**src/rtl/tmr_pkg.sv**
```systemverilog
package tmr_pkg;

  localparam int BYTE_W = 8;
  localparam int CNT_W  = 2 * BYTE_W;
  localparam int SPAN_W = CNT_W + 1;
  localparam int MODE_W = 3;

  typedef enum logic [1:0] {
    ACC_NONE = 2'b00,
    ACC_LOW  = 2'b01,
    ACC_HIGH = 2'b10,
    ACC_PAIR = 2'b11
  } acc_e;

  typedef struct packed {
    logic [1:0]        target;
    acc_e              acc;
    logic [MODE_W-1:0] mode;
    logic              bcd;
  } ctl_fields_t;

  // Codes 6 and 7 alias onto modes 2 and 3.
  function automatic logic [MODE_W-1:0] fold_mode(input logic [MODE_W-1:0] raw);
    return (raw[2] && raw[1]) ? {1'b0, raw[1:0]} : raw;
  endfunction

  function automatic ctl_fields_t split_ctl(input logic [BYTE_W-1:0] b);
    ctl_fields_t f;
    f.target = b[7:6];
    f.acc    = acc_e'(b[5:4]);
    f.mode   = fold_mode(b[3:1]);
    f.bcd    = b[0];
    return f;
  endfunction

  // Effective divisor: zero reload means the largest count of the format.
  function automatic logic [SPAN_W-1:0] span_of(input logic [CNT_W-1:0] v, input logic bcd);
    if (v != '0) return {1'b0, v};
    return bcd ? SPAN_W'(10000) : SPAN_W'(65536);
  endfunction

endpackage

```
**src/rtl/tmr_ctl_decode.sv**
```systemverilog
module tmr_ctl_decode
  import tmr_pkg::*;
#(
  parameter int N_CH = 3
) (
  input  logic              ctl_we,
  input  logic [BYTE_W-1:0] wdata,
  output ctl_fields_t       fields,
  output logic [N_CH-1:0]   cfg_hit
);

  always_comb fields = split_ctl(wdata);

  for (genvar i = 0; i < N_CH; i++) begin : g_hit
    assign cfg_hit[i] = ctl_we && (fields.target == 2'(i)) && (fields.acc != ACC_NONE);
  end

endmodule

```
**src/rtl/tmr_chan_port.sv**
```systemverilog
module tmr_chan_port
  import tmr_pkg::*;
(
  input  logic              clk,
  input  logic              rst_n,
  input  logic              cfg_hit,
  input  ctl_fields_t       cfg,
  input  logic              cnt_we,
  input  logic              rd_hit,
  input  logic [BYTE_W-1:0] wdata,
  input  logic [CNT_W-1:0]  live,
  output logic [MODE_W-1:0] mode,
  output logic              bcd,
  output logic              cfg_wr,
  output logic              load,
  output logic [CNT_W-1:0]  reload,
  output logic [SPAN_W-1:0] span,
  output logic [BYTE_W-1:0] rbyte
);

  acc_e              acc;
  logic              wtog;
  logic              rtog;
  logic [BYTE_W-1:0] lo_hold;

  always_ff @(posedge clk or negedge rst_n) begin
    if (!rst_n) begin
      mode    <= '0;
      bcd     <= 1'b0;
      acc     <= ACC_PAIR;
      wtog    <= 1'b0;
      rtog    <= 1'b0;
      lo_hold <= '0;
      reload  <= '0;
      cfg_wr  <= 1'b0;
      load    <= 1'b0;
    end else begin
      cfg_wr <= cfg_hit;
      load   <= 1'b0;
      if (cfg_hit) begin
        mode <= cfg.mode;
        bcd  <= cfg.bcd;
        acc  <= cfg.acc;
        wtog <= 1'b0;
        rtog <= 1'b0;
      end else begin
        if (cnt_we) begin
          unique case (acc)
            ACC_LOW: begin
              reload <= {{BYTE_W{1'b0}}, wdata};
              load   <= 1'b1;
            end
            ACC_HIGH: begin
              reload <= {wdata, {BYTE_W{1'b0}}};
              load   <= 1'b1;
            end
            ACC_PAIR: begin
              if (!wtog) begin
                lo_hold <= wdata;
                wtog    <= 1'b1;
              end else begin
                reload <= {wdata, lo_hold};
                load   <= 1'b1;
                wtog   <= 1'b0;
              end
            end
            default: ;
          endcase
        end
        if (rd_hit && acc == ACC_PAIR) rtog <= ~rtog;
      end
    end
  end

  always_comb span = span_of(reload, bcd);

  always_comb begin
    unique case (acc)
      ACC_LOW:  rbyte = live[BYTE_W-1:0];
      ACC_HIGH: rbyte = live[CNT_W-1:BYTE_W];
      default:  rbyte = rtog ? live[CNT_W-1:BYTE_W] : live[BYTE_W-1:0];
    endcase
  end

endmodule

```
**src/rtl/tmr_host_if.sv**
```systemverilog
module tmr_host_if
  import tmr_pkg::*;
#(
  parameter  int N_CH   = 3,
  localparam int ADDR_W = $clog2(N_CH + 1)
) (
  input  logic                     clk,
  input  logic                     rst_n,
  input  logic                     sel,
  input  logic                     wr_stb,
  input  logic                     rd_stb,
  input  logic [ADDR_W-1:0]        addr,
  input  logic [BYTE_W-1:0]        wdata,
  output logic [BYTE_W-1:0]        rdata,
  input  logic [N_CH*CNT_W-1:0]    live_cnt,
  output logic [N_CH*MODE_W-1:0]   ch_mode,
  output logic [N_CH-1:0]          ch_bcd,
  output logic [N_CH-1:0]          ch_cfg_wr,
  output logic [N_CH-1:0]          ch_load,
  output logic [N_CH*CNT_W-1:0]    ch_reload,
  output logic [N_CH*SPAN_W-1:0]   ch_span
);

  localparam logic [ADDR_W-1:0] CTL_ADDR = ADDR_W'(N_CH);

  // Named bus events, visible to the bound checker.
  logic                         wr_ev;
  logic                         rd_ev;
  logic                         ctl_we;
  logic [N_CH-1:0]              cnt_we;
  logic [N_CH-1:0]              rd_hit;
  logic [N_CH-1:0]              cfg_hit;
  ctl_fields_t                  fields;
  logic [BYTE_W-1:0]            rbyte [N_CH];

  assign wr_ev  = sel && wr_stb;
  assign rd_ev  = sel && rd_stb;
  assign ctl_we = wr_ev && (addr == CTL_ADDR);

  tmr_ctl_decode #(.N_CH(N_CH)) u_dec (
    .ctl_we (ctl_we),
    .wdata  (wdata),
    .fields (fields),
    .cfg_hit(cfg_hit)
  );

  for (genvar i = 0; i < N_CH; i++) begin : g_ch
    assign cnt_we[i] = wr_ev && (addr == ADDR_W'(i));
    assign rd_hit[i] = rd_ev && (addr == ADDR_W'(i));

    tmr_chan_port u_ch (
      .clk    (clk),
      .rst_n  (rst_n),
      .cfg_hit(cfg_hit[i]),
      .cfg    (fields),
      .cnt_we (cnt_we[i]),
      .rd_hit (rd_hit[i]),
      .wdata  (wdata),
      .live   (live_cnt[i*CNT_W +: CNT_W]),
      .mode   (ch_mode[i*MODE_W +: MODE_W]),
      .bcd    (ch_bcd[i]),
      .cfg_wr (ch_cfg_wr[i]),
      .load   (ch_load[i]),
      .reload (ch_reload[i*CNT_W +: CNT_W]),
      .span   (ch_span[i*SPAN_W +: SPAN_W]),
      .rbyte  (rbyte[i])
    );
  end

  always_comb begin
    rdata = '0;
    for (int i = 0; i < N_CH; i++)
      if (rd_hit[i]) rdata = rbyte[i];
  end

endmodule

```
**config.mk**
```make
export PLATFORM = sky130hd
export DESIGN_NAME = tmr_host_if
export DESIGN_NICKNAME = d
export VERILOG_FILES = /design/src/rtl/tmr_pkg.sv /design/src/rtl/tmr_ctl_decode.sv /design/src/rtl/tmr_chan_port.sv /design/src/rtl/tmr_host_if.sv
export SDC_FILE = /design/constraint.sdc
export NUM_CORES = 1
export LEC_CHECK = 0
export ABC_AREA = 0
export BUFFER_PORTS_ARGS = -buffer_cell sky130_fd_sc_hd__buf_2
export CORE_MARGIN = 2
export CORE_UTILIZATION = 50
export DETAILED_ROUTE_END_ITERATION = 10
export GPL_TIMING_DRIVEN = 0
export PLACE_DENSITY = 0.87
export SYNTH_ARGS = -nofsm -noshare
export SYNTH_HDL_FRONTEND = slang
export SYNTH_SLANG_ARGS = --single-unit
```
**constraint.sdc**
```tcl
create_clock -name clk -period 4 [get_ports clk]
set_input_delay 0.8 -clock clk [delete_from_list [all_inputs] [get_ports clk]]
set_output_delay 0.8 -clock clk [all_outputs]
set_load 0.05 [all_outputs]
```
Word level (Yosys, flattened, before mapping)
Index checks and enable logic that the tools add are counted.
{"block": "totals", "reg_bits": 102, "output_inout_bits": 125, "wordCells": 160}
{"block": "classes", "eq_ne": 17, "n_mux": 58, "bitwise": 9, "reduce_logical": 49}
{"operator": "$mux W17", "count": 9}
{"operator": "$pmux W16 S3", "count": 3}
{"operator": "$mux W16", "count": 3}
{"operator": "$mux W8", "count": 6}
{"operator": "$pmux W8 S2", "count": 3}
{"operator": "$reduce_bool A16 Y1", "count": 3}
{"operator": "$mux W1", "count": 30}
{"operator": "$reduce_and A4 Y1", "count": 6}
{"operator": "$reduce_bool A2 Y1", "count": 10}
{"operator": "$logic_and A1 B1 Y1", "count": 19}
{"operator": "$eq A2 B2 Y1 const B", "count": 9}
{"operator": "$eq A2 B1 Y1 const B", "count": 5}
{"operator": "$not A1 Y1", "count": 9}
{"operator": "$reduce_bool A3 Y1", "count": 3}
{"operator": "$ne A2 B1 Y1 const B", "count": 3}
{"operator": "$pmux W1 S2", "count": 3}
{"operator": "$reduce_and A2 Y1", "count": 3}
{"operator": "$reduce_or A2 Y1", "count": 3}
{"operator": "$logic_not A2 Y1", "count": 2}
{"operator": "$mux W3", "count": 1}

Logic depth before layout (Yosys ltp)
Gate-level depths: netlist (run 1).
{"block": "logic_depth", "ltp_word": 6, "depth_mapped": 9, "depth_no_buf": 6}

Modules after synthesis
From an unflattened synthesis (run 1), not the netlist that was laid out.
{"block": "unflattened", "hier_cells": 576, "area_unflattened_um2": 5809.3}
{"mod": "tmr_chan_port (g_ch[1].u_ch ...)", "instances": 2, "cells_each": 176, "area_per_inst_um2": 1819.2}
{"mod": "tmr_chan_port (g_ch[0].u_ch)", "instances": 1, "cells_each": 183, "area_per_inst_um2": 1844.3}
{"mod": "tmr_host_if", "instances": 1, "cells_each": 29, "area_per_inst_um2": 229.0}
{"mod": "tmr_ctl_decode", "instances": 1, "cells_each": 12, "area_per_inst_um2": 97.6}

Worst setup path after synthesis (run 1)
No wires, ideal clock.
{"block": "synth_timing", "path_type": "reg-to-output", "startpoint": "reg g_ch[2].u_ch.acc[0]", "endpoint": "out rdata[6]", "t_arrival_ns": 2.150, "t_required_ns": 3.200, "path_slack_ns": 1.050, "stages_incl_launch_ff": 7, "path_buffers": 1, "cell_sequence": "dfstp_2 -> inv_1 -> ha_1 -> clkbuf_1 -> mux2_2 -> a22o_1 -> a211o_1"}
{"block": "synth_via", "elab_chain_cells": 3}
{"item": "start: declaration", "line": "tmr_chan_port.sv:21", "source": "acc_e acc;"}
{"item": "start signal: assignment", "line": "tmr_chan_port.sv:43", "source": "acc <= cfg.acc;"}
{"item": "$eq A2 B2 Y1 / $eq A2 B1 Y1 (equally long branches)", "line": "tmr_chan_port.sv:78", "source": "unique case (acc)"}
{"item": "$pmux W8 S2 (*)", "line": "tmr_chan_port.sv:78"}
{"item": "$mux W8 (*)", "line": "tmr_host_if.sv:73", "source": "if (rd_hit[i]) rdata = rbyte[i];"}
{"item": "end: declaration", "line": "tmr_host_if.sv:14", "source": "output logic [BYTE_W-1:0] rdata,"}
Every way passes the cells marked *; elsewhere a longest branch is shown, timed or not.

Final worst setup path (run 1)
{"block": "layout_timing", "startpoint": "reg g_ch[1].u_ch.acc[0]", "endpoint": "out rdata[6]"}
{"block": "layout_via", "elab_chain_cells": 4}
{"item": "start: declaration", "line": "tmr_chan_port.sv:21"}
{"item": "start signal: assignment", "line": "tmr_chan_port.sv:43"}
{"item": "$eq A2 B2 Y1 / $eq A2 B1 Y1 (equally long branches)", "line": "tmr_chan_port.sv:78"}
{"item": "$pmux W8 S2 (*)", "line": "tmr_chan_port.sv:78"}
{"item": "$mux W8 (*) (2 in a row)", "line": "tmr_host_if.sv:73"}
Marks and branches as above.

==> results of run 1 <==
## layer usage
metal,track usage,wire [um],share of wire
met2,0.399,7480,0.46
met1,0.350,6980,0.43
met3,0.0590,1360,0.083
met4,0.0872,432,0.027
met5,0,0,0
## synth_stat cells (6+ instances only)
cell type,count
nor2_1,16
o21ai_0,32
buf_1,9
nor2b_1,27
nand2_1,71
nand2b_1,16
dfstp_2,6
nand3_1,24
buf_2,11
nor3b_1,25
a21oi_1,50
clkbuf_1,61
a211oi_1,30
inv_1,8
a22oi_1,23
a221o_1,7
mux2_2,38
buf_4,11
dfrtp_1,96
nor4_1,12
ha_1,12
## worst max-delay path: cells and delay by family, from the launching register on
| kind | cells | cell delay, ns |
|---|---|---|
| AOI/OAI and AO/OA | 3 | 0.71 |
| adders and majority gates | 1 | 0.27 |
| buffers and inverters | 4 | 1.00 |
| DFF | 1 | 0.55 |
## cells by family after synthesis
family,synth area share
buffers and inverters,0.0751
adder cells (fa/ha/maj),0.0262
XOR/XNOR,0.00611
multiplexers,0.0799
AND/OR/NAND/NOR,0.207
AO/OA/AOI/OAI,0.159
flip-flops,0.446
## sequential cells by signal, indices dropped and copies added, names as in the netlist
name and flops:
g_ch.u_ch.reload 48, g_ch.u_ch.lo_hold 24, g_ch.u_ch.mode 9, g_ch.u_ch.acc 6, g_ch.u_ch.bcd 3, g_ch.u_ch.cfg_wr 3, g_ch.u_ch.load 3, g_ch.u_ch.rtog 3
g_ch.u_ch.wtog 3
## stage by stage
| stage | std cells | cell area [sq um] |
|---|---|---|
| after floorplan | 619 | 5730 |
| after global placement | 948 | 6840 |
| after detailed placement | 949 | 6870 |
| after CTS | 965 | 7170 |
| after global routing | 967 | 7180 |
| final | 967 | 7180 |
## placed cells by master, fill, tap and decap left out, drive strengths merged, types with 13 or more instances in the layout
cell type,netlist,layout
clkbuf,61,72
mux2,38,38
o21ai,32,32
a211oi,30,30
nand3,24,24
a21oi,50,50
buf,31,218
a22oi,23,23
nand2,71,71
nor2b,27,27
nand2b,16,16
nor3b,25,25
dfrtp,96,96
nor4,13,13
nor2,17,17
## worst paths after layout
path | to | slack, ns | depth (start not counted)
hold reg to reg | g_ch[0].u_ch.reload[10] | 0.51 | 2
hold / removal | g_ch[2].u_ch.reload[8] | 0.44 | 1
max in group asynchronous | g_ch[0].u_ch.acc[0] | 2.83 | 2
setup / recovery | rdata[6] | 0.33 | 8
min in group clk | g_ch[0].u_ch.reload[10] | 0.51 | 2
setup reg to reg | g_ch[1].u_ch.reload[9] | 1.60 | 8
## power groups by stage
stage,registers (W),clock network [W],logic (W)
after CTS,0.00178,0.000890,0.00360
after global placement,0.00179,0,0.00353
after global routing,0.00185,0.000936,0.00380
after detailed placement,0.00180,0,0.00358
final,0.00179,0.000886,0.00359
after floorplan,0.00252,0,0.00199
## area by class of cell
class	instances	area [sq um]
diodes	2	5.00
plain buffers	92	400
clock buffers	11	243
clock inverters	5	57.6
fillers	949	4140
inverters	8	30.0
multi-input cells	417	2740
flip-flops and latches	102	2560
well taps	143	179
repair buffers	187	961
==> reports/metrics.yaml, run 1 <==
outcome: "finished, final reports clean"
p_int_w: 0.00288
ctsHoldBuffers: 0
fin_crit_ns: 3.67
io_buffers: 186
final.setup.worst_slack_ns: 0.330
final.period_utilization: 0.917
h-tree-depth: 3
synth_area_leader_cell: "dfrtp_1"
yosysSeqAreaShare: 0.446
route.detailed.drc: 0
post_cts_buffers: 0
criticalPathCategory: "reg -> out"
async_reset_ff_frac: 1.00
hold_ws_ns: 0.443
clock_path_buffers: 2
track_usage: 0.254
crit_required_ns: 3.20
drt-pass1-iter-count: 5
std_cell_rows: 39
syn_area_sq_um: 5730
skew_ns: 0.00941
cp-startpoint: "g_ch[1].u_ch.acc[0]"
die_area_sq_um: 12300
path_cells: "inv_1, ha_1, buf_2, clkbuf_1, a211oi_1, a211oi_1, a211o_1, buf_2"
vias_per_cell: 5.61
dpl.hpwl_mm: 11.7
power.total_w: 0.00627
max_freq_ghz: 0.273
initial_utilization: 0.507
cp.arrival_ns: 2.87
path_clk_slew_ns: 0.07
slowest_stage: "dfstp_2"
postLayoutCoreUtil: 0.634
cap_violations: 0
core_sq_um: 11300
setup_viol: 0
nets: 892
seqPwrFrac: 0.285
final_antenna_net_count: 0
dieHeight_um: 111
switchingPower_w: 0.00339
synth.ff_latch_count: 102
synth.distinct_cells: 41
syn_nets: 694
drtIter0Drc: 592
slew_headroom: 0.534
ir_drop_mv: 0.737
ios: 188
tightestPinTransition_ns: 0.679
wl_per_cell_um: 16.8
num_vias: 5421
grt_pass1_wl_mm: 25.4
cts_resized: 0
synth-main-ff-cell: "dfrtp_1"
numCtsBuffers: 9
grt_max_degree: 62
synth_edf_count: 0
drt_wl_total_mm: 16.3
place_congestion: 0.908
netlist_instances: 619
swShare: 0.541
dp_worst_setup_slack_ns: 0.766
synth_warnings: 0
synth_area_per_cell_sq_um: 9.26
cts_sinks: 102
drv_slew: 0
grt_pass1_vias: 4942
hp-class: "in -> async"
antenna_found_initial: 4
grt_overflow: 0
yosys.area.top_type_share: 0.419
pwr-share-clk: 0.141
cts_tree: "done"
grt_setup_unrepaired: "false"
cellPowerDensity_nw_per_um2: 873
crit_fanout: 10
start_kind: "flop"
drive_above_1_share: 0.338
hold_violations: 0
r2r-start: "g_ch[1].u_ch.acc[0]"
ys_top_cells_by_area: "dfrtp_1 (42%), mux2_2 (7.5%), nand2_1 (4.6%)"
p_leak_nw: 3.57
crit_path_end_kind: "output port"
ctsRootBufferMaster: "clkbuf_16"
area_delta_synth_final_pct: 25.2
die_x_um: 111
cpPeakStageDelay_ns: 0.55
worst_skew_pair.late_latency_ns: 0.35
pwr-share-comb: 0.573
finalSetupTns_ns: 0
Note: power is estimated with default switching activity, not from simulation.
==> run 2: changes to the inputs <==
--- a/config.mk
+++ b/config.mk
@@ -6,12 +6,13 @@
 export NUM_CORES = 1
 export LEC_CHECK = 0
 export ABC_AREA = 0
-export BUFFER_PORTS_ARGS = -buffer_cell sky130_fd_sc_hd__buf_2
+export BUFFER_PORTS_ARGS = -buffer_cell sky130_fd_sc_hd__clkbuf_2
 export CORE_MARGIN = 2
 export CORE_UTILIZATION = 50
 export DETAILED_ROUTE_END_ITERATION = 10
 export GPL_TIMING_DRIVEN = 0
 export PLACE_DENSITY = 0.87
+export SKIP_CTS_REPAIR_TIMING = 1
 export SYNTH_ARGS = -nofsm -noshare
 export SYNTH_HDL_FRONTEND = slang
 export SYNTH_SLANG_ARGS = --single-unit
==> run 2 against run 1 <==
Net effect: hold slack better by 0.062 ns; die area stayed put; flip-flop and latch count stayed put; maximum frequency is 0.46% lower; non-clock buffer count stayed put; critical path type unchanged.
==> reports/metrics.yaml, run 2 (same netlist as run 1, synthesis figures left out) <==
h-tree-depth: 3  # unchanged
criticalPathCategory: "reg -> out"
cellPowerDensity_nw_per_um2: 884  # +1.3%
core_sq_um: 11300  # unchanged
finalSetupTns_ns: 0  # unchanged
fin_crit_ns: 3.69  # +0.0169 ns
place_congestion: 0.897  # -1.1%
setup_viol: 0  # unchanged
mostFrequentLayoutCells: "clkbuf_2 (185), dfrtp_1 (96), nand2_1 (71)"
cts_sinks: 102  # unchanged
grt_pass1_wl_mm: 25.9  # +1.9%
ios: 188  # unchanged
crit_fanout: 10  # unchanged
grt_setup_unrepaired: "false"
dp_worst_setup_slack_ns: 0.761  # -0.00487 ns
outcome: "finished, final reports clean"
cap_violations: 0  # unchanged
antenna_found_initial: 1  # -3
drt-pass1-iter-count: 8  # +3
hold_violations: 0  # unchanged
p_leak_nw: 3.53  # -1.2%
initial_utilization: 0.507  # unchanged
hp-class: "in -> async"
wl_per_cell_um: 17.4  # +3.4%
die_area_sq_um: 12300  # unchanged
cp.arrival_ns: 2.89  # +0.02 ns
postLayoutCoreUtil: 0.635  # +0.00111
crit_path_end_kind: "output port"
grt_overflow: 0  # unchanged
drv_slew: 0  # unchanged
numCtsBuffers: 9  # unchanged
ctsRootBufferMaster: "clkbuf_16"
drtIter0Drc: 587  # -0.84%
ff2ff_path_depth: 8  # unchanged
reg.largest.list: "g_ch.u_ch.reload (48), g_ch.u_ch.lo_hold (24), g_ch.u_ch.mode (9)"
drt_wl_total_mm: 16.8  # +3.3%
fillers: 938  # -1.2%
route.detailed.drc: 0  # unchanged
crit_path_frequent_cell: "a211oi_1"
start_kind: "flop"
cpPeakStageDelay_ns: 0.56  # about the same
io_buffers: 186  # unchanged
power.total_w: 0.00636  # +1.4%
slew_headroom: 0.494  # -0.0403
slowest_stage: "dfstp_2"
final.period_utilization: 0.922  # +0.00423
path_clk_slew_ns: 0.07  # about the same
crit_required_ns: 3.20  # about the same
clock_path_buffers: 2  # unchanged
area_delta_synth_final_pct: 25.4
final.setup.worst_slack_ns: 0.313  # -0.0169 ns
seqPwrFrac: 0.283  # -0.002
dieHeight_um: 111  # unchanged
max_freq_ghz: 0.271  # -0.46%
swShare: 0.542  # +0.00129
vias_per_cell: 5.68  # +1.3%
pwr-share-clk: 0.149  # +0.008
track_usage: 0.262  # +0.00776
final_antenna_net_count: 0  # unchanged
dpl.hpwl_mm: 12.0  # +2.3%
num_vias: 5484  # +1.2%
switchingPower_w: 0.00345  # +1.7%
largest-register: "g_ch.u_ch.reload"
drive_above_1_share: 0.337  # -0.00122
cts_tree: "done"
skew_ns: 0.0135  # +0.00407 ns
grt_max_degree: 58  # -6.5%
nets: 892  # unchanged
largest_reg_flops: 48  # unchanged
p_int_w: 0.00291  # +1.2%
path_cells: "inv_1, ha_1, buf_2, clkbuf_1, a211oi_1, a211oi_1, a211o_1, clkbuf_2"
die_x_um: 111  # unchanged
std_cell_rows: 39  # unchanged
ir_drop_mv: 0.650  # -12%
tightestPinTransition_ns: 0.738  # +0.0588 ns
final_common_cell: "clkbuf_2"
pwr-share-comb: 0.567  # -0.006
worst_skew_pair.late_latency_ns: 0.35  # about the same
grt_pass1_vias: 4974  # +0.65%
-- run 2: changes by cell type in the layout (fill, tap and decap cells not counted), sizes merged --
cell,before,now
inv,9,10
clkbuf,72,258
clkinv,3,1
buf,218,32
diode,2,1
bufinv,1,2
-- run 2: final timing paths --
check | slack [ns] | to | from
setup / recovery | 0.31 | rdata[6] | g_ch[1].u_ch.acc[0]
hold reg to reg | 0.51 | g_ch[0].u_ch.lo_hold[1] | g_ch[0].u_ch.lo_hold[1]
max in group asynchronous | 2.73 | g_ch[0].u_ch.acc[0] | rst_n
min in group clk | 0.51 | g_ch[0].u_ch.lo_hold[1] | g_ch[0].u_ch.lo_hold[1]
hold / removal | 0.50 | g_ch[2].u_ch.reload[11] | rst_n
setup reg to reg | 1.54 | g_ch[1].u_ch.reload[10] | g_ch[1].u_ch.acc[0]
-- run 2: per-stage QoR --
step	hold slack [ns]	cells	cell area, sq um
2_1_floorplan	0.480	619	5730
3_3_place_gp	0.487	948	6840
3_5_place_dp	0.496	949	6870
4_1_cts	0.510	965	7190
5_1_grt	0.518	965	7190
6_report	0.505	966	7190
-- run 2: layout make-up --
class | count | area [sq um] | share of cell area
buffer | 92 | 400 | 0.0557
clock inverter | 5 | 82.6 | 0.0115
clock buffer | 11 | 233 | 0.0324
inverter | 8 | 30.0 | 0.00418
tap | 143 | 179 | 0.0249
multi-input combinational | 417 | 2740 | 0.382
antenna | 1 | 2.50 | 0.000348
sequential | 102 | 2560 | 0.356
timing repair buffer | 187 | 961 | 0.134
-- run 2: critical path, delay by kind of cell, from the launching register on --
kind,cells,cell delay [ns]
buffers and inverters,4,1.01
adder cells (fa/ha/maj),1,0.28
flip-flops,1,0.56
AO/OA/AOI/OAI,3,0.70
-- run 2: power groups by stage --
| stage | combinational, W | clock [W] | sequential (W) |
|---|---|---|---|
| floorplan | 0.00199 | 0 | 0.00252 |
| global placement | 0.00352 | 0 | 0.00179 |
| detailed placement | 0.00358 | 0 | 0.00181 |
| CTS | 0.00360 | 0.000949 | 0.00179 |
| global route | 0.00380 | 0.000991 | 0.00186 |
| finish | 0.00361 | 0.000949 | 0.00180 |
-- run 2: routing by layer --
| layer | global-route usage | up-vias | wire, um |
|---|---|---|---|
| met2 | 0.412 | 248 | 7880 |
| met1 | 0.363 | 2651 | 7200 |
| met4 | 0.0905 | 0 | 476 |
| li1 | - | 2545 | - |
| met3 | 0.0558 | 40 | 1240 |
| met5 | 0 | - | 0 |
